$ cat src/rtl/irq_gen_pkg.sv
package irq_gen_pkg;
  typedef enum logic [1:0] {
    MODE_RISE  = 2'b00,
    MODE_FALL  = 2'b01,
    MODE_LEVEL = 2'b10,
    MODE_RSVD  = 2'b11
  } irq_mode_e;

  typedef enum logic [1:0] {
    POL_HIGH   = 2'b00,
    POL_LOW    = 2'b01,
    POL_ODRAIN = 2'b10,
    POL_RSVD   = 2'b11
  } irq_pol_e;

  localparam int unsigned ADDR_W = 2;
  localparam logic [ADDR_W-1:0] REG_MODE_HI = 2'd0;
  localparam logic [ADDR_W-1:0] REG_MODE_LO = 2'd1;
  localparam logic [ADDR_W-1:0] REG_ENABLE  = 2'd2;
  localparam logic [ADDR_W-1:0] REG_POL     = 2'd3;
endpackage

$ cat src/rtl/irq_cfg_regs.sv
module irq_cfg_regs
  import irq_gen_pkg::*;
#(
  parameter int unsigned N_SRC = 8
) (
  input  logic              clk_i,
  input  logic              rst_ni,
  input  logic              wr_en_i,
  input  logic [ADDR_W-1:0] wr_addr_i,
  input  logic [N_SRC-1:0]  wr_data_i,
  output logic [N_SRC-1:0]  mode_hi_o,
  output logic [N_SRC-1:0]  mode_lo_o,
  output logic [N_SRC-1:0]  enable_o,
  output irq_pol_e          pol_o
);
  logic [N_SRC-1:0] hi_q, lo_q, en_q;
  irq_pol_e         pol_q;

  always_ff @(posedge clk_i or negedge rst_ni) begin
    if (!rst_ni) begin
      hi_q  <= '0;
      lo_q  <= '0;
      en_q  <= '0;
      pol_q <= POL_HIGH;
    end else if (wr_en_i) begin
      unique case (wr_addr_i)
        REG_MODE_HI: hi_q  <= wr_data_i;
        REG_MODE_LO: lo_q  <= wr_data_i;
        REG_ENABLE:  en_q  <= wr_data_i;
        default:     pol_q <= irq_pol_e'(wr_data_i[1:0]);
      endcase
    end
  end

  assign mode_hi_o = hi_q;
  assign mode_lo_o = lo_q;
  assign enable_o  = en_q;
  assign pol_o     = pol_q;

  assert_en_write_R7: assert property (@(posedge clk_i) disable iff (!rst_ni)
    (wr_en_i && wr_addr_i == REG_ENABLE) |=> (enable_o == $past(wr_data_i)));
endmodule

$ cat src/rtl/irq_src_detect.sv
module irq_src_detect
  import irq_gen_pkg::*;
(
  input  logic      clk_i,
  input  logic      rst_ni,
  input  logic      cond_i,
  input  irq_mode_e mode_i,
  input  logic      clr_i,
  output logic      flag_o,
  output logic      level_o
);
  logic cond_q, flag_q, hit;

  always_comb begin
    unique case (mode_i)
      MODE_RISE:  hit = cond_i & ~cond_q;
      MODE_FALL:  hit = ~cond_i & cond_q;
      MODE_LEVEL: hit = cond_i;
      default:    hit = 1'b0;
    endcase
  end

  // set wins over clear so an event in the clearing cycle is not lost
  always_ff @(posedge clk_i or negedge rst_ni) begin
    if (!rst_ni) begin
      cond_q <= 1'b0;
      flag_q <= 1'b0;
    end else begin
      cond_q <= cond_i;
      flag_q <= hit | (flag_q & ~clr_i);
    end
  end

  assign flag_o  = flag_q;
  assign level_o = (mode_i == MODE_LEVEL) & cond_i;

  assert_rise_sets_R2: assert property (@(posedge clk_i) disable iff (!rst_ni)
    (mode_i == MODE_RISE && cond_i && !cond_q) |=> flag_q);
  assert_fall_sets_R3: assert property (@(posedge clk_i) disable iff (!rst_ni)
    (mode_i == MODE_FALL && !cond_i && cond_q) |=> flag_q);
  assert_rsvd_quiet_R5: assert property (@(posedge clk_i) disable iff (!rst_ni)
    (mode_i == MODE_RSVD && !flag_q) |=> !flag_q);
  assert_clr_drops_R8: assert property (@(posedge clk_i) disable iff (!rst_ni)
    (clr_i && mode_i == MODE_RSVD) |=> !flag_q);
endmodule

$ cat src/rtl/irq_pin_drive.sv
module irq_pin_drive
  import irq_gen_pkg::*;
(
  input  irq_pol_e pol_i,
  input  logic     active_i,
  output logic     irq_o,
  output logic     irq_oe_o
);
  always_comb begin
    unique case (pol_i)
      POL_HIGH:   begin irq_o = active_i;  irq_oe_o = 1'b1;     end
      POL_LOW:    begin irq_o = ~active_i; irq_oe_o = 1'b1;     end
      POL_ODRAIN: begin irq_o = 1'b0;      irq_oe_o = active_i; end
      default:    begin irq_o = 1'b0;      irq_oe_o = 1'b0;     end
    endcase
  end

  always_comb begin
    if (pol_i == POL_ODRAIN) assert_odrain_low_R9: assert (irq_o == 1'b0);
  end
endmodule

$ cat src/rtl/irq_edge_level_gen.sv
module irq_edge_level_gen
  import irq_gen_pkg::*;
#(
  parameter int unsigned N_SRC = 8
) (
  input  logic              clk_i,
  input  logic              rst_ni,
  input  logic              wr_en_i,
  input  logic [ADDR_W-1:0] wr_addr_i,
  input  logic [N_SRC-1:0]  wr_data_i,
  input  logic [N_SRC-1:0]  cond_i,
  input  logic              clr_i,
  output logic [N_SRC-1:0]  flag_o,
  output logic              irq_o,
  output logic              irq_oe_o
);
  logic [N_SRC-1:0] mode_hi, mode_lo, enable, flags, level;
  irq_pol_e         pol;
  logic             active_q;

  irq_cfg_regs #(.N_SRC(N_SRC)) u_cfg (
    .clk_i, .rst_ni, .wr_en_i, .wr_addr_i, .wr_data_i,
    .mode_hi_o(mode_hi), .mode_lo_o(mode_lo), .enable_o(enable), .pol_o(pol)
  );

  for (genvar i = 0; i < N_SRC; i++) begin : g_src
    irq_src_detect u_det (
      .clk_i, .rst_ni,
      .cond_i (cond_i[i]),
      .mode_i (irq_mode_e'({mode_hi[i], mode_lo[i]})),
      .clr_i,
      .flag_o (flags[i]),
      .level_o(level[i])
    );
  end

  always_ff @(posedge clk_i or negedge rst_ni) begin
    if (!rst_ni) active_q <= 1'b0;
    else         active_q <= |(enable & (flags | level));
  end

  irq_pin_drive u_pin (.pol_i(pol), .active_i(active_q), .irq_o, .irq_oe_o);

  assign flag_o = flags;

  assert_active_R10: assert property (@(posedge clk_i) disable iff (!rst_ni)
    (|(enable & flags)) |=> active_q);
  assert_masked_R7: assert property (@(posedge clk_i) disable iff (!rst_ni)
    (enable == '0) |=> !active_q);
endmodule

$ cat config.mk
export PLATFORM = sky130hd
export DESIGN_NAME = irq_edge_level_gen
export DESIGN_NICKNAME = d
export VERILOG_FILES = /design/src/rtl/irq_gen_pkg.sv /design/src/rtl/irq_cfg_regs.sv /design/src/rtl/irq_src_detect.sv /design/src/rtl/irq_pin_drive.sv /design/src/rtl/irq_edge_level_gen.sv
export SDC_FILE = /design/constraint.sdc
export NUM_CORES = 1
export LEC_CHECK = 0
export BUFFER_PORTS_ARGS = -buffer_cell sky130_fd_sc_hd__buf_2
export CAP_MARGIN = 0
export CORE_MARGIN = 5
export CORE_UTILIZATION = 40
export DETAILED_ROUTE_END_ITERATION = 16
export PLACE_DENSITY = 0.71
export RECOVER_POWER = 25
export SYNTH_ARGS = -nofsm -noshare
export SYNTH_HDL_FRONTEND = slang
export SYNTH_SLANG_ARGS = --single-unit
$ cat constraint.sdc
create_clock -name clk_i -period 1.4 [get_ports clk_i]
set_clock_uncertainty 0.2 [all_clocks]
set_input_delay 0.35 -clock clk_i [delete_from_list [all_inputs] [get_ports clk_i]]
set_output_delay 0.35 -clock clk_i [all_outputs]
set_load 0.005 [all_outputs]
==> results.toml, run 1 <==
[run_status]
outcome = "finished with violations"
violations = "negative setup slack"

[floorplanning]
die-width_microns = 78.61
fp.dieH_microns = 78.61
pin_count = 32
core_sq_um = 4661
die-area_sq_um = 6180
num_rows = 25
start_util_pct = 40.40

[route]
wl_per_cell_microns = 15.50
viasPerCell = 5.213
postRouteAntennaNets = 0
dr.first_iter.drc_count = 51
drc_errors = 0
vias = 1319
first_pass_iters = 4
drt_wl_total_microns = 3922

[critical_path]
crit_path_max_incr_delay_ps = 410
reg2reg_slack_ps = -110
cp.arrival_ps = 1040
critPathTopFamily = "flip-flops"
start_kind = "register"
worstPathCellList = "xnor2_1 > nor2_1 > buf_2"
cp_max_fo = 3
crit_buf_inv = 1
slowest_stage = "dfrtp_1"
cp-end-kind = "primary output"
path_class = "reg2out"
cp.required_ps = 850

[synthesis]
yosys.area.top_type = "dfrtp_1"
yosys.area_share.xor_xnor_pct = 0.4651
yosys.area_share.simple_pct = 12.36
netlist_area_sq_um = 1883
yosysTopAreaCellShare_pct = 57.14
async_reset_ff_share_pct = 100.0
synth_ff_type = "dfrtp_1"
avgSynthCellArea_sq_um = 13.17
netlist_instances = 143
yosysWarnings = 0
synth_seq_cells = 43
synth_top_family_by_area = "multiplexers"
synthAdderAreaFrac_pct = 0
synth_nets = 165
synth.area.top_cells = "dfrtp_1 57%, mux2_2 16%, o221ai_1 3.7%"
ys_types = 22
synthMuxAreaShare_pct = 15.55
synth_edf_count = 0
synth_seq_area_share_pct = 57.14
synthTopCellsByCount = "43 x dfrtp_1, 26 x mux2_2, 16 x inv_1"
synth-compound-area-share_pct = 7.907
yosysMostFrequentCell = "dfrtp_1"

[global_routing]
first_global_vias = 1441
grt-ovfl-total = 0
grt_max_degree = 37
grt_pass1_wl_microns = 6775
grt.total_usage_pct = 14.30
antenna_found_initial = 0

[power_and_ir_drop]
power_uw = 3401
power_switching_share_pct = 25.69
p_sw_uw = 873.6
combPwrFrac_pct = 22.9
internal-power_uw = 2527
p_leak_uw = 0.001126
ir_worst_vdd_mv = 0.7820
p_clk_share_pct = 29.0
p_seq_share_pct = 48.0
powerDensity_nw_per_um2 = 1360

[placement]
port_buffers = 31
globalplace.congestion = 0.7294
dp_slack_ps = -136.2
dp_hpwl_microns = 2808

[clocking]
htreeDepth = 2
cts_made_buffers = 5
cts.clk_slew.worst_paths_ps = 80
cts_sinks = 43
cts_tree = "built"
clk_path_buf_depth = 2
cts_root_buf = "clkbuf_8"
clock_latency_ps = 290

[sta]
finalHoldViolCount = 0
rsz0062_at_grt = "true"
fin_hold_ws_ps = 111.1
timing.final.crit_share_pct = 113.3
clock.fmax_mhz = 630.3
setup_viol = 6
tightest_slew_ps = 512.3
finalSetupTns_ps = -627.2
finalCriticalPeriod_ps = 1587
slew_headroom_pct = 65.85
fin_ws_ps = -186.6
drv_slew = 0

[final_layout]
diodes = 0
drive_gt1_share_pct = 47.24
n_fill_cell = 409
postLayoutCoreUtil_pct = 53.64
register_area_sq_um = 1076
multi_input_area_sq_um = 753.2
synthToLayoutAreaGrowth_pct = 32.76
nNetsFinal = 220

[min_path]
hold_class = "in2reg"

[job]
maxCapViolCount = 0
metal layers:
metal / GRT usage [%] / part of all wire [%] / up-vias
li1: - / - / 629
met1: 17.00 / 44 / 651
met2: 24.53 / 50 / 32
met3: 4.358 / 4.5 / 7
met4: 4.720 / 1.4 / 0
met5: 0 / 0 / -
kinds of logic after synthesis:
family | after synthesis
AND/OR/NAND/NOR | 28
AO/OA/AOI/OAI | 20
flip-flops | 43
XOR/XNOR | 1
multiplexers | 26
buffers and inverters | 25
sequential cells by signal, indices dropped and copies added, names as in the netlist:
signal	flops
g_src.u_det.flag_o	8
active_q	1
u_cfg.enable_o	8
u_cfg.pol_o	2
g_src.u_det.cond_q	8
u_cfg.mode_lo_o	8
u_cfg.mode_hi_o	8
stage by stage:
stage	instances	cell area, sq um
2_1_floorplan	143	1883
3_3_place_gp	233	2185
3_5_place_dp	233	2185
4_1_cts	252	2500
5_1_grt	253	2500
6_report	253	2500
path summary, 6_finish.rpt:
path	startpoint	endpoint	cells after the start
min in group asynchronous	rst_ni	g_src[5].u_det.flag_o	2
max in group asynchronous	rst_ni	g_src[4].u_det.cond_q	3
min	cond_i[6]	g_src[6].u_det.cond_q	2
min reg2reg	u_cfg.mode_lo_o[3]	g_src[3].u_det.flag_o	1
max reg2reg	u_cfg.enable_o[2]	active_q	4
max	u_cfg.pol_o[0]	irq_o	3
timing repair:
item | 4_1_cts | 5_1_grt
setup buffers | 5 | 0
resized for setup | 20 | 1
pin swaps | 1 | 3
setup endpoints to repair | 17 | 11
hold buffers | 6 | 1
hold endpoints to repair | 48 | 1
gates cloned | 0 | 0
cells in the final DEF (no fill, tap or decap), types with 3 or more instances in the layout:
cell type      synthesis  final
dfrtp_1               43     43
mux2_2                26     26
buf_2                  0     20
inv_1                 16     16
buf_4                  8     12
clkbuf_1               1      8
nand4b_1               7      7
o21ai_0                8      7
or4b_4                 0      7
o221ai_2               0      7
dlygate4sd3_1          0      7
clkbuf_8               0      6
buf_6                  0      6
nand3_1                3      3
buf_12                 0      3
power groups by stage:
stage / Clock [uW] / Sequential [uW] / Combinational [uW]
floorplan: 0 / 1600 / 414
global placement: 0 / 1640 / 627
detailed placement: 0 / 1650 / 646
CTS: 1010 / 1630 / 792
global route: 1060 / 1670 / 866
finish: 987 / 1630 / 780
cell type report:
class / instances / area share [%]
clock inverters: 2 / 1.401
flip-flops and latches: 43 / 43.04
multi-input cells: 75 / 30.13
inverters: 16 / 2.402
clock buffers: 6 / 3.303
repair buffers: 57 / 17.02
well taps: 54 / 2.703
Note: power is estimated with default switching activity, not from simulation.
==> inputs of run 2 (changes only) <==
CTS_CLUSTER_DIAMETER = 80   (was unset)
SETUP_SLACK_MARGIN = 0.1   (was unset)
==> run 2 against run 1 <==
Compared with the run above:
- the flow still finishes with violations (negative setup slack)
- combinational power decreased by 5.4%
- utilization decreased by 1.7 points
- maximum frequency increased by 1.0%
- worst hold slack got worse by 89 ps
- final cell count decreased by 2.4%
- register-to-register slack got worse by 20 ps
- clock power decreased by 27%
- non-clock buffer count decreased by 4
- largest power group unchanged
- die area unchanged
- via count decreased by 2.3%
- largest cell class unchanged
- cell area decreased by 3.3%
- global-route usage decreased by 1.0 points
==> results.toml, run 2 (synthesis results as in run 1) <==
[critical_path]
path_class = "reg2out"
slowest_stage = "dfrtp_1"
cp.required_ps = 850
worstPathCellList = "xnor2_1 > nor2_1 > buf_2"
crit_path_max_incr_delay_ps = 390
cp-end-kind = "primary output"
cp_max_fo = 2
cp.arrival_ps = 1020
start_kind = "register"

[route]
drt_wl_total_microns = 3780
postRouteAntennaNets = 0
wl_per_cell_microns = 15.30
vias = 1289
viasPerCell = 5.219
drc_errors = 0
first_pass_iters = 4
dr.first_iter.drc_count = 70

[placement]
placed_cells_incl_taps = 225
dp_hpwl_microns = 2532
dp_slack_ps = -150.9
port_buffers = 31
globalplace.congestion = 0.7814

[clocking]
htreeDepth = 2
cts.clk_slew.worst_paths_ps = 70
cts_made_buffers = 5
clk_path_buf_depth = 2
cts_root_buf = "clkbuf_8"
clock_latency_ps = 290
cts_tree = "built"
cts_sinks = 43

[final_layout]
diodes = 0
final_common_cell = "dfrtp_1"
register_area_sq_um = 1076
layout_common_cells = "43 x dfrtp_1, 27 x buf_2, 22 x mux2_2"
n_fill_cell = 402
multi_input_area_sq_um = 762.0
postLayoutCoreUtil_pct = 51.89
final-instance-count-excl-fill = 247
synthToLayoutAreaGrowth_pct = 28.44
nNetsFinal = 216
drive_gt1_share_pct = 47.67

[power_and_ir_drop]
ir_worst_vdd_mv = 0.5381
powerDensity_nw_per_um2 = 1282
p_leak_uw = 0.001104
p_seq_share_pct = 53.0
p_clk_share_pct = 23.2
internal-power_uw = 2264
p_sw_uw = 837.4
combPwrFrac_pct = 23.8
power_switching_share_pct = 27.00

[sta]
finalHoldViolCount = 0
slew_headroom_pct = 64.28
fin_ws_ps = -170.7
fin_hold_ws_ps = 21.72
finalCriticalPeriod_ps = 1571
clock.fmax_mhz = 636.7
rsz0062_at_grt = "true"
drv_slew = 0
setup_viol = 5
timing.final.crit_share_pct = 112.2
tightest_slew_ps = 535.8

[floorplanning]
die-width_microns = 78.61
core_sq_um = 4661
fp.dieH_microns = 78.61
num_rows = 25
pin_count = 32
die-area_sq_um = 6180
start_util_pct = 40.40

[global_routing]
first_global_vias = 1298
grt.total_usage_pct = 13.29
antenna_found_initial = 0
grt_max_degree = 44
grt_pass1_wl_microns = 6375
grt-ovfl-total = 0

[job]
maxCapViolCount = 0

[run_status]
outcome = "finished with violations"
violations = "negative setup slack"

[min_path]
hold_class = "in2reg"
run 2: cell count changes in the layout (fill, tap and decap cells not counted), sizes merged:
cell	before	now
clkbuf	15	8
buf	41	44
bufinv	1	0
clkinv	1	0
run 2: timing repair:
| action | CTS | global route |
|---|---|---|
| hold buffers | 7 | 0 |
| buffers inserted | 4 | 5 |
| hold endpoints to repair | 49 | 0 |
| gates resized for setup | 9 | 2 |
| endpoints found under the setup margin | 17 | 17 |
| pin swaps | 2 | 5 |
run 2: per-stage QoR:
stage / cell area [sq um] / TNS, ps / total power [uW]
finish: 2419 / -558.2 / 3102
global route: 2419 / -1059 / 3307
CTS: 2384 / -610.2 / 3085
detailed placement: 2166 / -2299 / 2258
global placement: 2166 / -2176 / 2238
floorplan: 1924 / -189.3 / 2044
run 2: path summary, 6_finish.rpt:
path                            cells after the start  slack [ps]                    end             startpoint
worst max-delay path                                3        -170                  irq_o               active_q
worst min register to register                      1         320  g_src[6].u_det.flag_o     u_cfg.mode_lo_o[6]
max in group asynchronous                           3         180  g_src[2].u_det.cond_q                 rst_ni
min in group asynchronous                           3         460  g_src[4].u_det.cond_q                 rst_ni
worst min-delay path                                1          20  g_src[3].u_det.cond_q              cond_i[3]
worst max register to register                      4        -130               active_q  g_src[2].u_det.flag_o
run 2: cell type report:
cell class	instances	share of cell area [%]
flip-flops and latches	43	44.49
multi-input cells	75	31.51
repair buffers	53	15.73
clock buffers	6	3.001
well taps	54	2.794
inverters	16	2.483
run 2: power by group through the flow:
stage,Combinational (uW),Clock [uW],Sequential (uW)
2_1_floorplan,437,0,1610
3_3_place_gp,585,0,1650
3_5_place_dp,598,0,1660
4_1_cts,699,746,1640
5_1_grt,815,819,1670
6_report,738,719,1640
run 2: routing by layer:
| layer | GRT usage, % | vias up | share of wire [%] | wire [microns] |
|---|---|---|---|---|
| met4 | 3.147 | 0 | 1.2 | 44 |
| met1 | 17.41 | 644 | 47 | 1792 |
| met5 | 0 | - | 0 | 0 |
| met2 | 21.05 | 25 | 47 | 1770 |
| li1 | - | 615 | - | - |
| met3 | 4.702 | 5 | 4.6 | 173 |
run 2: critical path, delay by kind of cell (launching register included):
kind                   cells  cell delay, ps
AND/OR/NAND/NOR            1              50
buffers and inverters      1             120
flip-flops                 1             390
XOR/XNOR                   1             160
